**src/rtl/dseq_pkg.sv**
```systemverilog
package dseq_pkg;

    typedef enum logic [2:0] {
        S_IDLE, S_SEL, S_MODE, S_WSEL, S_WRDY, S_DMA, S_WDESEL
    } state_e;

    // status bit positions
    localparam int ST_RDY = 0;
    localparam int ST_IN  = 1;
    localparam int ST_CMD = 2;
    localparam int ST_SEL = 3;
    localparam int ST_INT = 4;

    localparam logic [1:0] A_SEL  = 2'd0;
    localparam logic [1:0] A_CTRL = 2'd1;
    localparam logic [1:0] A_DATA = 2'd2;

    // phase code = {command, input}
    typedef enum logic [1:0] {
        PH_OUT  = 2'b00,
        PH_IN   = 2'b01,
        PH_CMD  = 2'b10,
        PH_STAT = 2'b11
    } phase_e;

    localparam logic [1:0] RES_OK  = 2'd0;
    localparam logic [1:0] RES_TMO = 2'd1;
    localparam logic [1:0] RES_ERR = 2'd2;

endpackage

```
**src/rtl/phase_dec.sv**
```systemverilog
module phase_dec
    import dseq_pkg::*;
(
    input  logic [4:0] status,
    output phase_e     phase,
    output logic       rdy,
    output logic       sel,
    output logic       intr
);
    always_comb begin
        phase = phase_e'({status[ST_CMD], status[ST_IN]});
        rdy   = status[ST_RDY];
        sel   = status[ST_SEL];
        intr  = status[ST_INT];
    end
endmodule

```
**src/rtl/cmd_pick.sv**
```systemverilog
module cmd_pick #(
    parameter int CMD_LEN = 6,
    parameter int IDX_W   = 3
) (
    input  logic [8*CMD_LEN-1:0] bytes_i,
    input  logic [IDX_W-1:0]     idx,
    output logic [7:0]           byte_o
);
    logic [7:0] lane [CMD_LEN];

    for (genvar g = 0; g < CMD_LEN; g++) begin : g_lane
        assign lane[g] = bytes_i[8*g +: 8];
    end

    // indices past the block yield zero
    always_comb begin
        byte_o = 8'h00;
        for (int k = 0; k < CMD_LEN; k++) begin
            if (idx == IDX_W'(k)) byte_o = lane[k];
        end
    end
endmodule

```
**src/rtl/wait_timer.sv**
```systemverilog
module wait_timer #(
    parameter int TW = 16
) (
    input  logic          clk,
    input  logic          rst_n,
    input  logic          clear,
    input  logic [TW-1:0] limit,
    output logic          expired
);
    logic [TW-1:0] cnt_d, cnt_q;

    always_comb begin
        if (clear)              cnt_d = '0;
        else if (cnt_q == limit) cnt_d = cnt_q;
        else                    cnt_d = cnt_q + 1'b1;
    end

    always_ff @(posedge clk or negedge rst_n) begin
        if (!rst_n) cnt_q <= '0;
        else        cnt_q <= cnt_d;
    end

    assign expired = (cnt_q == limit);

    a_r9_count_restarts: assert property (@(posedge clk) disable iff (!rst_n)
        clear |=> (cnt_q == '0));
endmodule

```
**src/rtl/disk_phase_seq.sv**
```systemverilog
module disk_phase_seq
    import dseq_pkg::*;
#(
    parameter int         CMD_LEN  = 6,
    parameter int         TW       = 16,
    parameter logic [7:0] SENSE_OP = 8'h03,
    parameter logic [7:0] MODE_PIO = 8'h00,
    parameter logic [7:0] MODE_DMA = 8'h03,
    parameter int         ERR_BIT  = 1,
    parameter int         UNIT_LSB = 5
) (
    input  logic                 clk,
    input  logic                 rst_n,
    input  logic                 start,
    input  logic                 dma_mode,
    input  logic [8*CMD_LEN-1:0] cmd_bytes,
    input  logic                 src_en,
    input  logic [7:0]           src_data,
    input  logic                 dst_en,
    input  logic [TW-1:0]        tmo_limit,
    input  logic [4:0]           ctl_status,
    input  logic [7:0]           rd_data,
    input  logic                 irq,
    output logic                 bus_wr,
    output logic [1:0]           bus_addr,
    output logic [7:0]           bus_wdata,
    output logic                 bus_rd,
    output logic                 src_take,
    output logic                 in_we,
    output logic                 in_sense,
    output logic [7:0]           in_byte,
    output logic                 dma_en,
    output logic                 busy,
    output logic                 done,
    output logic [1:0]           result,
    output logic [7:0]           csb,
    output logic                 irq_unexp
);
    localparam int CW    = 8 * CMD_LEN;
    localparam int IDX_W = $clog2(CMD_LEN + 1);

    typedef struct packed {
        state_e         st;
        logic [CW-1:0]  cmd;
        logic [IDX_W-1:0] idx;
        logic           dma;
        logic           src;
        logic           dst;
        logic           sense;
        logic [TW-1:0]  tmo;
        logic [7:0]     csb;
        logic           done;
        logic [1:0]     res;
        logic           unexp;
    } ctx_t;

    ctx_t q, n;

    phase_e     phase;
    logic       rdy, sel, intr, ack;
    logic [7:0] cur_byte;
    logic       tm_clear, tm_exp;
    logic       s_wr, s_rd, s_take, s_inwe;
    logic [1:0] s_addr;
    logic [7:0] s_wdata;

    phase_dec u_dec (
        .status (ctl_status),
        .phase  (phase),
        .rdy    (rdy),
        .sel    (sel),
        .intr   (intr)
    );

    cmd_pick #(.CMD_LEN(CMD_LEN), .IDX_W(IDX_W)) u_pick (
        .bytes_i (q.cmd),
        .idx     (q.idx),
        .byte_o  (cur_byte)
    );

    wait_timer #(.TW(TW)) u_tmr (
        .clk     (clk),
        .rst_n   (rst_n),
        .clear   (tm_clear),
        .limit   (q.tmo),
        .expired (tm_exp)
    );

    assign ack = irq && intr;

    function automatic ctx_t fin(ctx_t c, logic [1:0] code);
        c.st   = S_IDLE;
        c.done = 1'b1;
        c.res  = c.sense ? RES_ERR : code;
        return c;
    endfunction

    always_comb begin
        n        = q;
        n.done   = 1'b0;
        s_wr     = 1'b0;
        s_rd     = 1'b0;
        s_take   = 1'b0;
        s_inwe   = 1'b0;
        s_addr   = A_SEL;
        s_wdata  = 8'h00;
        tm_clear = 1'b1;

        unique case (q.st)
            S_IDLE: begin
                if (start) begin
                    n.st    = S_SEL;
                    n.cmd   = cmd_bytes;
                    n.idx   = '0;
                    n.dma   = dma_mode;
                    n.src   = src_en;
                    n.dst   = dst_en;
                    n.sense = 1'b0;
                    n.tmo   = tmo_limit;
                end
            end
            S_SEL: begin
                s_wr   = 1'b1;
                s_addr = A_SEL;
                n.st   = S_MODE;
            end
            S_MODE: begin
                s_wr    = 1'b1;
                s_addr  = A_CTRL;
                s_wdata = q.dma ? MODE_DMA : MODE_PIO;
                n.st    = S_WSEL;
            end
            S_WSEL: begin
                if (sel) n.st = S_WRDY;
                else begin
                    tm_clear = 1'b0;
                    if (tm_exp) n = fin(n, RES_TMO);
                end
            end
            S_WRDY: begin
                if (rdy) begin
                    unique case (phase)
                        PH_CMD: begin
                            s_wr    = 1'b1;
                            s_addr  = A_DATA;
                            s_wdata = cur_byte;
                            if (q.idx != IDX_W'(CMD_LEN)) n.idx = q.idx + 1'b1;
                        end
                        PH_OUT: begin
                            if (q.dma) n.st = S_DMA;
                            else begin
                                s_wr    = 1'b1;
                                s_addr  = A_DATA;
                                s_take  = q.src && !q.sense;
                                s_wdata = s_take ? src_data : 8'h00;
                            end
                        end
                        PH_IN: begin
                            if (q.dma) n.st = S_DMA;
                            else begin
                                s_rd   = 1'b1;
                                s_inwe = q.sense || q.dst;
                            end
                        end
                        PH_STAT: begin
                            s_rd = 1'b1;
                            if (!q.sense) n.csb = rd_data;
                            n.st = S_WDESEL;
                        end
                        default: ;
                    endcase
                end else begin
                    tm_clear = 1'b0;
                    if (tm_exp) n = fin(n, RES_TMO);
                end
            end
            S_DMA: begin
                if (ack) n.st = S_WRDY;
                else begin
                    tm_clear = 1'b0;
                    if (tm_exp) n = fin(n, RES_TMO);
                end
            end
            S_WDESEL: begin
                if (!sel) begin
                    if (!q.sense && q.csb[ERR_BIT]) begin
                        n.cmd       = '0;
                        n.cmd[7:0]  = SENSE_OP;
                        n.cmd[15:8] = {q.csb[7:UNIT_LSB], {UNIT_LSB{1'b0}}};
                        n.idx       = '0;
                        n.dma       = 1'b0;
                        n.sense     = 1'b1;
                        n.st        = S_SEL;
                    end else begin
                        n = fin(n, RES_OK);
                    end
                end else begin
                    tm_clear = 1'b0;
                    if (tm_exp) n = fin(n, RES_TMO);
                end
            end
            default: n.st = S_IDLE;
        endcase

        // acknowledge owns the port: hold any access wanted this cycle
        if (ack && (s_wr || s_rd)) begin
            n      = q;
            n.done = 1'b0;
            s_wr   = 1'b0;
            s_rd   = 1'b0;
            s_take = 1'b0;
            s_inwe = 1'b0;
        end

        if (q.st == S_IDLE && start) n.unexp = 1'b0;
        if (irq && !intr)            n.unexp = 1'b1;
    end

    always_ff @(posedge clk or negedge rst_n) begin
        if (!rst_n) q <= ctx_t'('0);
        else        q <= n;
    end

    assign bus_wr    = ack || s_wr;
    assign bus_addr  = ack ? A_CTRL : s_addr;
    assign bus_wdata = ack ? 8'h00 : s_wdata;
    assign bus_rd    = s_rd;
    assign src_take  = s_take;
    assign in_we     = s_inwe;
    assign in_sense  = q.sense;
    assign in_byte   = rd_data;
    assign dma_en    = (q.st == S_DMA);
    assign busy      = (q.st != S_IDLE);
    assign done      = q.done;
    assign result    = q.res;
    assign csb       = q.csb;
    assign irq_unexp = q.unexp;

    a_r10_ack_owns_port: assert property (@(posedge clk) disable iff (!rst_n)
        (irq && ctl_status[ST_INT]) |-> (bus_wr && bus_addr == A_CTRL && bus_wdata == 8'h00));

    a_r6_dma_no_pio_read: assert property (@(posedge clk) disable iff (!rst_n)
        dma_en |-> !bus_rd);

    a_r5_capture_needs_read: assert property (@(posedge clk) disable iff (!rst_n)
        in_we |-> bus_rd);

    a_r4_take_is_data_write: assert property (@(posedge clk) disable iff (!rst_n)
        src_take |-> (bus_wr && bus_addr == A_DATA));

    a_r11_flag_sticky: assert property (@(posedge clk) disable iff (!rst_n)
        (irq_unexp && !start) |=> irq_unexp);

    a_r8_result_legal: assert property (@(posedge clk) disable iff (!rst_n)
        done |-> (result != 2'd3));

    a_r2_select_timeout: assert property (@(posedge clk) disable iff (!rst_n)
        (q.st == S_WSEL && !sel && tm_exp && !q.sense) |=> (done && result == RES_TMO));
endmodule

```
**config.mk**
```make
export PLATFORM = sky130hd
export DESIGN_NAME = disk_phase_seq
export DESIGN_NICKNAME = d
export VERILOG_FILES = /design/src/rtl/dseq_pkg.sv /design/src/rtl/phase_dec.sv /design/src/rtl/cmd_pick.sv /design/src/rtl/wait_timer.sv /design/src/rtl/disk_phase_seq.sv
export SDC_FILE = /design/constraint.sdc
export NUM_CORES = 1
export LEC_CHECK = 0
export ABC_AREA = 1
export ABC_CLOCK_PERIOD_IN_PS = 7200
export CAP_MARGIN = 10
export CORE_ASPECT_RATIO = 1.1
export CORE_MARGIN = 2
export CORE_UTILIZATION = 45
export CTS_CLUSTER_SIZE = 30
export DETAILED_ROUTE_END_ITERATION = 10
export PLACE_DENSITY = 0.71
export SLEW_MARGIN = 10
export SYNTH_ARGS = -nofsm -noshare
export SYNTH_HDL_FRONTEND = slang
export SYNTH_SLANG_ARGS = --single-unit
```
**constraint.sdc**
```tcl
create_clock -name clk -period 7.2 [get_ports clk]
set_input_delay 1.8 -clock clk [delete_from_list [all_inputs] [get_ports clk]]
set_output_delay 1.8 -clock clk [all_outputs]
set_load 0.1 [all_outputs]
```
* Yosys cells after proc, flatten, opt, wreduce, memory -nomap -nowiden
Cells that the tools add are included.
** Storage, ports and cells
- Flip-flop bits (word level) :: 102
- Logic and storage cells :: 152
- Bits of input ports :: 92
** Operators by class
- $add $sub $neg :: 2
- Mux-type cells :: 74
- Reductions and logical operators :: 27
- Bitwise gates (word level) :: 1
- Eq/ne operators :: 35
** Operator list (count)
- one-hot mux 71 bit (5 select lines) :: 1
- 2-to-1 mux 86 bit :: 2
- 2-to-1 mux 83 bit :: 2
- 2-to-1 mux 8 bit :: 13
- 2-to-1 mux 74 bit :: 1
- 2-to-1 mux 53 bit :: 1
- 2-to-1 mux 48 bit :: 1
- one-hot mux 12 bit (4 select lines) :: 1
- 2-to-1 mux 16 bit :: 2
- one-hot mux 8 bit (2 select lines) :: 2
- 2-to-1 mux 1 bit :: 23
- 2-to-1 mux 3 bit :: 7
- one-hot mux 3 bit (7 select lines) :: 1
- AND reduction 7 bit :: 3
- 2-to-1 mux 20 bit :: 1
- adder 16 x 1 -> 16 bit (second input constant) :: 1
- equality test 16 bit :: 1
- != test 4 bit (second input constant) :: 4
- equality test 3 bit (second input constant) :: 5
- != test 3 bit (second input constant) :: 5
- equality test 3 x 2 -> 1 bit (second input constant) :: 4
- 2-to-1 mux 2 bit :: 6
- 2-to-1 mux 4 bit :: 3
- != test 2 bit (second input constant) :: 6
- 26 further kinds :: 43

* Longest topological paths before layout
Gate-level depths: netlist of the first run.
- Word-level depth :: 11
- Depth in mapped cells :: 14
- Mapped depth without buffers :: 13

* Cells and area by module
From an unflattened synthesis of the first run, not the netlist that was laid out.
** Unflattened totals
- Cells, all modules :: 960
- Area total of the unflattened synthesis :: 6608.8 um^2
** Modules (own cells, without submodules)
- disk_phase_seq :: cells an instance 629, area an instance 4710.8 um^2, times used 1, sequential area each 2152.1 um^2
- wait_timer :: cells an instance 236, area an instance 1441.4 um^2, times used 1, sequential area each 400.4 um^2
- cmd_pick :: cells an instance 90, area an instance 419.2 um^2, times used 1, sequential area each 0.0 um^2
- phase_dec :: cells an instance 5, area an instance 37.5 um^2, times used 1, sequential area each 0.0 um^2

* Least setup slack after synthesis of the first run
OpenSTA, ideal clock, no wires.
- Path type :: input-to-output
- Start point :: input port ctl_status[1]
- End point :: output port in_we
- Stages on the path :: 7
- Arrival time :: 5.282 ns
- Setup slack :: 0.118 ns
- Path through :: clkbuf_1 a21oi_1 nand3_1 nand3_2 nand2_4 inv_1 nor4_1
** On the way
- Longest elaborated chain between the ends :: 7
- Elaborated cells on any way between the ends :: 16
- Classes of those cells :: eq/ne (3); mux (10); reduce/logical (3)
** RTL lines
- from (decl) :: line disk_phase_seq.sv:21 : input logic [4:0] ctl_status,
- equality test 2 bit, or another cell as far along :: line disk_phase_seq.sv:142 : unique case (phase)
- one-hot mux 1 bit (2 select lines) :: line disk_phase_seq.sv:142
- 2-to-1 mux 1 bit :: line disk_phase_seq.sv:141 : if (rdy) begin
- one-hot mux 1 bit (2 select lines) or 2-to-1 mux 1 bit (tied branches) :: line disk_phase_seq.sv:109 : unique case (q.st)
- logical OR 1 bit :: line disk_phase_seq.sv:206 : if (ack && (s_wr || s_rd)) begin
- logical AND 1 bit :: line disk_phase_seq.sv:206
- 2-to-1 mux 1 bit * :: line disk_phase_seq.sv:206
- to (decl) :: line disk_phase_seq.sv:29 : output logic in_we,
Every way passes the cells marked *; elsewhere a longest branch is shown, timed or not.

* Worst setup path in the final report of the first run
- Start point :: input port irq
- End point :: output port bus_wdata[6]
** On the way
- Longest elaborated chain between the ends :: 2
** RTL lines
- from (decl) :: line disk_phase_seq.sv:23 : input logic irq,
- logical AND 1 bit :: line disk_phase_seq.sv:89 : assign ack = irq && intr;
- 2-to-1 mux 8 bit :: line disk_phase_seq.sv:226 : assign bus_wdata = ack ? 8'h00 : s_wdata;
- to (decl) :: line disk_phase_seq.sv:26 : output logic [7:0] bus_wdata,
Every way passes these cells.

==> results of run 1 <==
==> power by group through the flow <==
stage / combinational [W] / sequential [W] / clock, W
floorplan: 0.00124 / 0.000924 / 0
global placement: 0.00152 / 0.000951 / 0
detailed placement: 0.00155 / 0.000953 / 0
CTS: 0.00156 / 0.000945 / 0.000540
global route: 0.00174 / 0.000971 / 0.000565
finish: 0.00154 / 0.000945 / 0.000531
==> metrics by stage <==
stage / hold WS, ns / utilization [%]
3_3_place_gp: 0.457 / 54.7
4_1_cts: 0.481 / 56.9
2_1_floorplan: 0.442 / -
5_1_grt: 0.500 / 56.9
6_report: 0.481 / 56.9
3_5_place_dp: 0.463 / 54.7
==> cell families (layout without fill, tap and decap cells) <==
family / count (synthesis) / count (layout) / synth area share [%]
and+or+nand+nor: 602 / 602 / 41.9
xor gates and xnor gates: 18 / 18 / 2.48
AOI/OAI and AO/OA: 59 / 59 / 4.66
adders and majority gates: 6 / 6 / 1.18
buffers and inverters: 134 / 218 / 9.69
DFF: 102 / 102 / 40.1
==> placed cells by master (no fill, tap or decap), types with 9 or more instances in the layout <==
cell	n
xor2_1	17
o21ai_0	40
dfrtp_1	102
nand2_1	377
clkbuf_16	9
inv_1	64
nand3b_1	46
clkdlybuf4s50_1	117
nand3_1	71
nor2_1	65
a21oi_1	12
buf_4	16
nand4_1	14
==> cell type report <==
cell class                      count  area, µm²  area share (%)
Tap cell                          188        235            2.99
Inverter                           70        263            3.35
Multi-Input combinational cell    685       3200            40.7
Clock buffer                       12        246            3.14
Clock inverter                      3       68.8           0.876
Timing Repair Buffer              133       1290            16.4
Sequential cell                   102       2550            32.5
==> flip-flops by register name, summed over array words and instances (netlist names) <==
register,cells
irq_unexp,1
result,2
q,73
csb,8
done,1
in_sense,1
u_tmr.cnt_q,16
==> worst min-delay path by stage <==
stage,from,end,cells past startpoint
after floorplan,q[59],q[59],2
after global placement,q[61],q[61],2
after detailed placement,q[62],q[62],2
after CTS,q[62],q[62],2
after global routing,q[41],q[41],2
final,q[62],q[62],2
==> critical path, stage by stage <==
cell and delay (ns):
clkdlybuf4s50_1 0.42, nand2_1 0.18, inv_1 0.16, nor4_1 0.73
inv_1 0.33, a21oi_1 0.28, buf_4 0.34
==> layer usage <==
layer / global-route usage [%] / share of wire (%) / up-vias
met3: 4.88 / 4.6 / 23
met5: 0 / 0 / -
met4: 6.45 / 1.6 / 0
met1: 28.9 / 46 / 2687
li1: - / - / 3044
met2: 36.9 / 48 / 168
==> run_results.csv, run 1 <==
group,metric,value,unit
outcome,outcome,"complete, no violations",
clock_network,cts_root_buf,"clkbuf_16",
clock_network,cts_setup_buffers,0,
yosys,synth_top_cell_area_share,40.1,%
critical_path,startpoint,"irq",
critical_path,r2r_start,"q[83]",
place,pre_cts_ws,1.22,ns
run,max_cap_violations,0,
sta,tightest_slew,1.06,ns
grt,grt_overflow,0,
clock_network,cts_tree,"done",
critical_path,start_kind,"primary input",
clock_network,ctsResizeCount,0,
critical_path,r2r_slack,4.02,ns
final_layout,final_cell_count_no_fill,1193,
yosys,synthTopCellsByArea,"dfrtp_1, nand2_1, nand3_1",
power_and_ir_drop,vdd_ir_drop_max,305,µV
sta,layout_min_cycle_time,6.04,ns
critical_path,crit_path_max_fanout,6,
power_and_ir_drop,power,0.00302,W
yosys,synth_area,6370,µm²
floorplan,dieHeight,129,µm
yosys,async_reset_ff_share,100,%
place,place_area,7540,µm²
critical_path,cp.arrival,4.24,ns
floorplan,coreArea,13800,µm²
final_layout,nets,1099,
clock_network,cts.sinks,102,
floorplan,initial_utilization,46.2,%
grt,grt_pass1_vias,5491,
routing,ant_nets,0,
power_and_ir_drop,p_seq_share,31.3,%
sta,rsz0062_at_grt,"false",
yosys,synth.most_common_cell,"nand2_1",
final_layout,insertedDiodeCount,0,
yosys,yosysUniqueCellTypes,34,
routing,wl_per_cell,13.6,µm
floorplan,io_pins,129,
yosys,seq_area_frac_synth,40.1,%
power_and_ir_drop,power_density,384,nW/µm²
final_layout,area_growth,23.4,%
yosys,synthTopCellsByCount,"nand2_1, dfrtp_1, nand3_1, nor2_1, inv_1",
clock_network,hold_buffers,0,
sta,setup_viol,0,
grt,grt_max_degree,70,
sta,period_share,83.8,%
sta,relSlewSlack,29.1,%
routing,detail_route.first_pass.iterations,5,
place,hpwl,11.6,mm
floorplan,die_area,15100,µm²
routing,drc,0,
critical_path,regToRegEndpoint,"q[52]",
hold_path,min-delay-path-class,"reg -> reg",
power_and_ir_drop,p_comb_share,51.1,%
place,gp_congestion,0.905,
routing,viasPerCell,4.96,
critical_path,cp.required,5.40,ns
critical_path,path_class,"in -> out",
power_and_ir_drop,pwr-share-clk,17.6,%
floorplan,dieWidth,117,µm
final_layout,n_fill_cell,1340,
power_and_ir_drop,p_leak,3.98,nW
final_layout,layout-drive-gt1-share,5.47,%
sta,fin_tns_setup,0,ns
clock_network,htree_levels,3,
routing,drtIter0Drc,352,
sta,hold_violations,0,
yosys,ys_ff_latch,102,
yosys,ys.flop_type,"dfrtp_1",
yosys,synth_edf_count,0,
yosys,avgSynthCellArea,6.91,µm²
clock_network,cts_made_buffers,9,
sta,worst_slack,1.16,ns
floorplan,rows,45,
power_and_ir_drop,swShare,47.6,%
routing,num_vias,5922,
routing,wirelength,16.3,mm
place,io_buffers,128,
sta,fmax,166,MHz
critical_path,cp-endpoint,"bus_wdata[6]",
clock_network,clk_path_buf_depth,2,
sta,slew_violations,0,
place,placedCellCount,1178,
final_layout,stdcell_area,7860,µm²
clock_network,clock_latency,0.35,ns
clock_network,clk_pin_slew,0.06,ns
yosys,syn_inst,921,
power_and_ir_drop,switching_power,0.00144,W
grt,track_usage,22.0,%
yosys,yosysTopAreaCell,"dfrtp_1",
critical_path,setup.worst_path.end_class,"output port",
yosys,synth_nets,1019,
sta,fin_skew,0.00650,ns
power_and_ir_drop,intPower,0.00158,W
grt,grt_pass1_wl,26.9,mm
critical_path,reg2regPathDepth,10,
grt,antenna_found_initial,0,
yosys,yosysWarnings,0,
No activity file was read; power rests on OpenSTA's default activity.
==> run 2, diff against run 1 <==
--- a/config.mk
+++ b/config.mk
@@ -6,7 +6,7 @@
 export NUM_CORES = 1
 export LEC_CHECK = 0
 export ABC_AREA = 1
-export ABC_CLOCK_PERIOD_IN_PS = 7200
+export ABC_CLOCK_PERIOD_IN_PS = 6200
 export CAP_MARGIN = 10
 export CORE_ASPECT_RATIO = 1.1
 export CORE_MARGIN = 2
==> constraint.sdc (replaced) <==
create_clock -name clk -period 6.2 [get_ports clk]
set_input_delay 1.55 -clock clk [delete_from_list [all_inputs] [get_ports clk]]
set_output_delay 1.55 -clock clk [all_outputs]
set_load 0.1 [all_outputs]
==> run_results.csv, run 2 (synthesis results as in run 1) <==
group,metric,value,unit
floorplan,coreArea,13800,µm²
clock_network,cts.sinks,102,
grt,grt_overflow,0,
floorplan,rows,45,
critical_path,worst_path_max_delay_cell,"clkdlybuf4s50_1",
routing,num_vias,5946,
floorplan,io_pins,129,
critical_path,crit_buf_inv,5,
critical_path,cp_top_family,"buffers and inverters",
critical_path,startpoint,"irq",
critical_path,max_stage_delay,0.42,ns
outcome,outcome,"complete, no violations",
clock_network,cts_made_buffers,9,
routing,ant_nets,0,
final_layout,regMostFlops,"q",
clock_network,cts_setup_buffers,0,
routing,viasPerCell,4.98,
place,io_buffers,128,
floorplan,dieWidth,117,µm
routing,drtIter0Drc,345,
critical_path,crit_path_max_fanout,6,
routing,detail_route.first_pass.iterations,5,
sta,setup_viol,0,
final_layout,largest_register_ff_count,73,
sta,tightest_slew,1.08,ns
grt,grt_max_degree,70,
sta,period_share,80.3,%
final_layout,final_cell_mix,"nand2_1, clkdlybuf4s50_1, dfrtp_1",
critical_path,cp.required,4.65,ns
final_layout,layout-drive-gt1-share,6.26,%
routing,drc,0,
final_layout,nets,1100,
critical_path,r2r_start,"q[83]",
grt,grt_pass1_wl,28.2,mm
critical_path,crit_path_cell_trace,"clkdlybuf4s50_1 > nand2_1 > inv_1 > nor4_1 > buf_4 > inv_1 > a21oi_1 > buf_4",
critical_path,setup.worst_path.end_class,"output port",
grt,antenna_found_initial,0,
sta,layout_min_cycle_time,4.98,ns
clock_network,clock_latency,0.35,ns
power_and_ir_drop,power_density,440,nW/µm²
clock_network,ctsResizeCount,0,
clock_network,htree_levels,3,
run,max_cap_violations,0,
hold_path,hp-start,"q[64]",
sta,holdWs,0.478,ns
sta,fin_tns_setup,0,ns
sta,fmax,201,MHz
floorplan,dieHeight,129,µm
grt,grt_pass1_vias,5780,
sta,fin_skew,0.00878,ns
critical_path,path_class,"in -> out",
final_layout,n_fill_cell,1353,
sta,relSlewSlack,28.0,%
floorplan,die_area,15100,µm²
hold_path,min-delay-path-class,"reg -> reg",
power_and_ir_drop,p_leak,3.97,nW
critical_path,start_kind,"primary input",
final_layout,area_growth,22.9,%
grt,track_usage,23.2,%
clock_network,clk_pin_slew,0.07,ns
critical_path,cp.arrival,3.43,ns
clock_network,cts_root_buf,"clkbuf_16",
sta,rsz0062_at_grt,"false",
routing,wirelength,16.7,mm
power_and_ir_drop,vdd_ir_drop_max,283,µV
routing,wl_per_cell,13.9,µm
final_layout,insertedDiodeCount,0,
floorplan,initial_utilization,46.2,%
place,gp_congestion,0.877,
clock_network,cts_tree,"done",
place,hpwl,11.9,mm
clock_network,clk_path_buf_depth,2,
clock_network,hold_buffers,0,
sta,slew_violations,0,
final_layout,layout_commonest_cell,"nand2_1",
sta,hold_violations,0,
[run 2: cell count changes in the layout (fill, tap and decap cells not counted)]
cell | before | now
bufinv_16 | 2 | 0
inv_6 | 0 | 2
nor4_2 | 0 | 1
clkbuf_1 | 2 | 1
clkdlybuf4s50_1 | 117 | 113
clkinv_4 | 1 | 0
clkinvlp_4 | 0 | 3
nor4_1 | 3 | 2
buf_4 | 16 | 21
[run 2: final timing paths]
path	to	slack [ns]	depth (start not counted)
max in group asynchronous	q[81]	3.86	2
min in group asynchronous	q[22]	1.26	1
min reg2reg	q[64]	0.48	2
max	bus_wdata[6]	1.22	8
max reg2reg	q[52]	3.53	10
min	q[64]	0.48	2
[run 2: metal layers]
| layer | wire length [µm] | up-vias | global-route usage [%] |
|---|---|---|---|
| met5 | 0 | - | 0 |
| met4 | 344 | 0 | 8.29 |
| met3 | 888 | 23 | 4.88 |
| met2 | 8020 | 162 | 38.5 |
| met1 | 7410 | 2721 | 30.4 |
| li1 | - | 3040 | - |
[run 2: metrics by stage]
stage	power (W)	cell area [µm²]	util, %	worst slack [ns]	std cells
global placement	0.00288	7540	54.7	1.22	1179
detailed placement	0.00291	7540	54.7	1.24	1179
floorplan	0.00251	6370	-	0.398	921
global route	0.00375	7830	56.7	1.07	1195
finish	0.00345	7830	56.7	1.22	1195
CTS	0.00346	7830	56.7	1.23	1195
[run 2: where the power goes]
group,switching [W],internal [W]
combinational,0.00125,0.000547
sequential,0.000181,0.000922
clock,0.000264,0.000287
total,0.00169,0.00176
[run 2: cell type report]
cell class	instances	area, µm²	share of cell area [%]
inverter	70	263	3.36
clock inverter	5	40.0	0.512
timing repair buffer	134	1290	16.5
sequential	102	2550	32.6
multi-input combinational	685	3200	40.9
tap	188	235	3.01
clock buffer	11	243	3.10
[run 2: tightest hold or removal path: cells and delay by family, from the launching register on]
kind	cells	cell delay (ns)
flops	1	0.34
simple gates	2	0.10
==> run 3, diff against run 2 <==
--- a/config.mk
+++ b/config.mk
@@ -6,7 +6,7 @@
 export NUM_CORES = 1
 export LEC_CHECK = 0
 export ABC_AREA = 1
-export ABC_CLOCK_PERIOD_IN_PS = 6200
+export ABC_CLOCK_PERIOD_IN_PS = 4700
 export CAP_MARGIN = 10
 export CORE_ASPECT_RATIO = 1.1
 export CORE_MARGIN = 2
==> constraint.sdc (replaced) <==
create_clock -name clk -period 4.7 [get_ports clk]
set_input_delay 1.175 -clock clk [delete_from_list [all_inputs] [get_ports clk]]
set_output_delay 1.175 -clock clk [all_outputs]
set_load 0.1 [all_outputs]
==> run_results.csv, run 3 (synthesis results as in run 1) <==
group,metric,value,unit
critical_path,start_kind,"primary input",
clock_network,clock_latency,0.36,ns
floorplan,coreArea,13800,µm²
power_and_ir_drop,power,0.00462,W
clock_network,cts.sinks,102,
critical_path,path_class,"in -> out",
power_and_ir_drop,pwr-share-clk,16.6,%
final_layout,insertedDiodeCount,0,
power_and_ir_drop,p_seq_share,31.6,%
grt,grt_max_degree,70,
power_and_ir_drop,power_density,577,nW/µm²
sta,setup_viol,0,
floorplan,io_pins,129,
sta,rsz0062_at_grt,"false",
floorplan,dieHeight,129,µm
critical_path,cp.arrival,3.08,ns
routing,wl_per_cell,13.9,µm
critical_path,setup.worst_path.end_class,"output port",
outcome,outcome,"complete, no violations",
routing,top_layer_used,"met4",
clock_network,cts_setup_buffers,0,
clock_network,ctsResizeCount,0,
power_and_ir_drop,swShare,48.3,%
final_layout,nets,1102,
clock_network,cts_root_buf,"clkbuf_16",
routing,drtIter0Drc,354,
sta,fin_skew,0.00583,ns
clock_network,clk_pin_slew,0.07,ns
critical_path,cp.required,3.52,ns
routing,ant_nets,0,
clock_network,hold_buffers,0,
critical_path,r2r_slack,2.08,ns
floorplan,initial_utilization,46.2,%
place,hpwl,12.1,mm
final_layout,regMostFlops,"q",
routing,num_vias,5931,
place,io_buffers,128,
place,place_area,7710,µm²
floorplan,rows,45,
hold_path,whs_path_depth,2,
grt,antenna_found_initial,0,
grt,grt_pass1_vias,5751,
routing,viasPerCell,4.95,
routing,m1WireLength,7.46,mm
sta,relSlewSlack,34.2,%
power_and_ir_drop,p_leak,4.04,nW
final_layout,stdcell_area,8010,µm²
routing,drc,0,
power_and_ir_drop,p_comb_share,51.8,%
power_and_ir_drop,intPower,0.00239,W
grt,track_usage,22.8,%
floorplan,die_area,15100,µm²
critical_path,reg2regPathDepth,11,
power_and_ir_drop,switching_power,0.00223,W
clock_network,cts_tree,"done",
place,gp_congestion,0.888,
routing,wirelength,16.7,mm
sta,layout_min_cycle_time,4.26,ns
sta,fin_tns_setup,0,ns
clock_network,cts_made_buffers,9,
power_and_ir_drop,vdd_ir_drop_max,363,µV
final_layout,area_growth,25.7,%
sta,tightest_slew,0.984,ns
floorplan,dieWidth,117,µm
sta,holdWs,0.482,ns
routing,met2_length,8.10,mm
final_layout,largest_register_ff_count,73,
final_layout,final_cell_mix,"nand2_1, clkdlybuf4s50_1, dfrtp_1",
hold_path,min-delay-path-class,"reg -> reg",
routing,detail_route.first_pass.iterations,5,
grt,grt_pass1_wl,27.8,mm
clock_network,htree_levels,3,
routing,wl_met3,849,µm
sta,hold_violations,0,
sta,slew_violations,0,
sta,fmax,235,MHz
grt,grt_overflow,0,
critical_path,crit_path_max_fanout,6,
final_layout,layout_commonest_cell,"nand2_1",
sta,period_share,90.6,%
final_layout,layout-drive-gt1-share,7.33,%
clock_network,clk_path_buf_depth,2,
run,max_cap_violations,0,
final_layout,final_util,58.0,%
-- run 3: changes by cell type in the layout (fill, tap and decap cells not counted), moves of 2 or more --
cell,before,now
buf_12,0,13
inv_6,2,0
buf_4,21,18
clkdlybuf4s50_1,113,105
-- run 3: worst paths after layout --
kind,from,endpoint
max in group asynchronous,rst_n,q[73]
worst max register to register,q[83],q[57]
worst max-delay path,irq,bus_wdata[6]
worst min register to register,q[62],q[62]
worst min-delay path,q[62],q[62]
min in group asynchronous,rst_n,q[23]
-- run 3: power groups by stage --
stage	combinational, W	clock [W]	sequential, W
after floorplan	0.00190	0	0.00141
after global placement	0.00236	0	0.00146
after detailed placement	0.00241	0	0.00146
after CTS	0.00241	0.000783	0.00145
after global routing	0.00270	0.000812	0.00150
final	0.00239	0.000767	0.00146
-- run 3: area by class of cell --
cell class / instances / area [µm²]
clock buffer: 10 / 229
inverter: 70 / 263
sequential: 102 / 2550
timing repair buffer: 136 / 1450
tap: 188 / 235
clock inverter: 6 / 70.1
multi-input combinational: 685 / 3210
fill: 1375 / 5790
-- run 3: critical path: stages --
cell and delay (ns):
clkdlybuf4s50_1 0.42, nand2_1 0.19, inv_1 0.18, nor4_1 0.27, buf_4 0.19, inv_1 0.11, a21oi_1 0.33, buf_12 0.23
-- run 3: metal layers --
layer | track usage, % | up-vias
li1 | - | 3045
met1 | 29.0 | 2728
met2 | 39.2 | 137
met3 | 5.32 | 21
met4 | 6.31 | 0
met5 | 0 | -
-- run 3: stage by stage --
step | setup WS, ns | std cells
global placement | 0.466 | 1181
global route | 0.338 | 1197
floorplan | 0.0395 | 921
finish | 0.441 | 1197
CTS | 0.451 | 1197
detailed placement | 0.459 | 1181
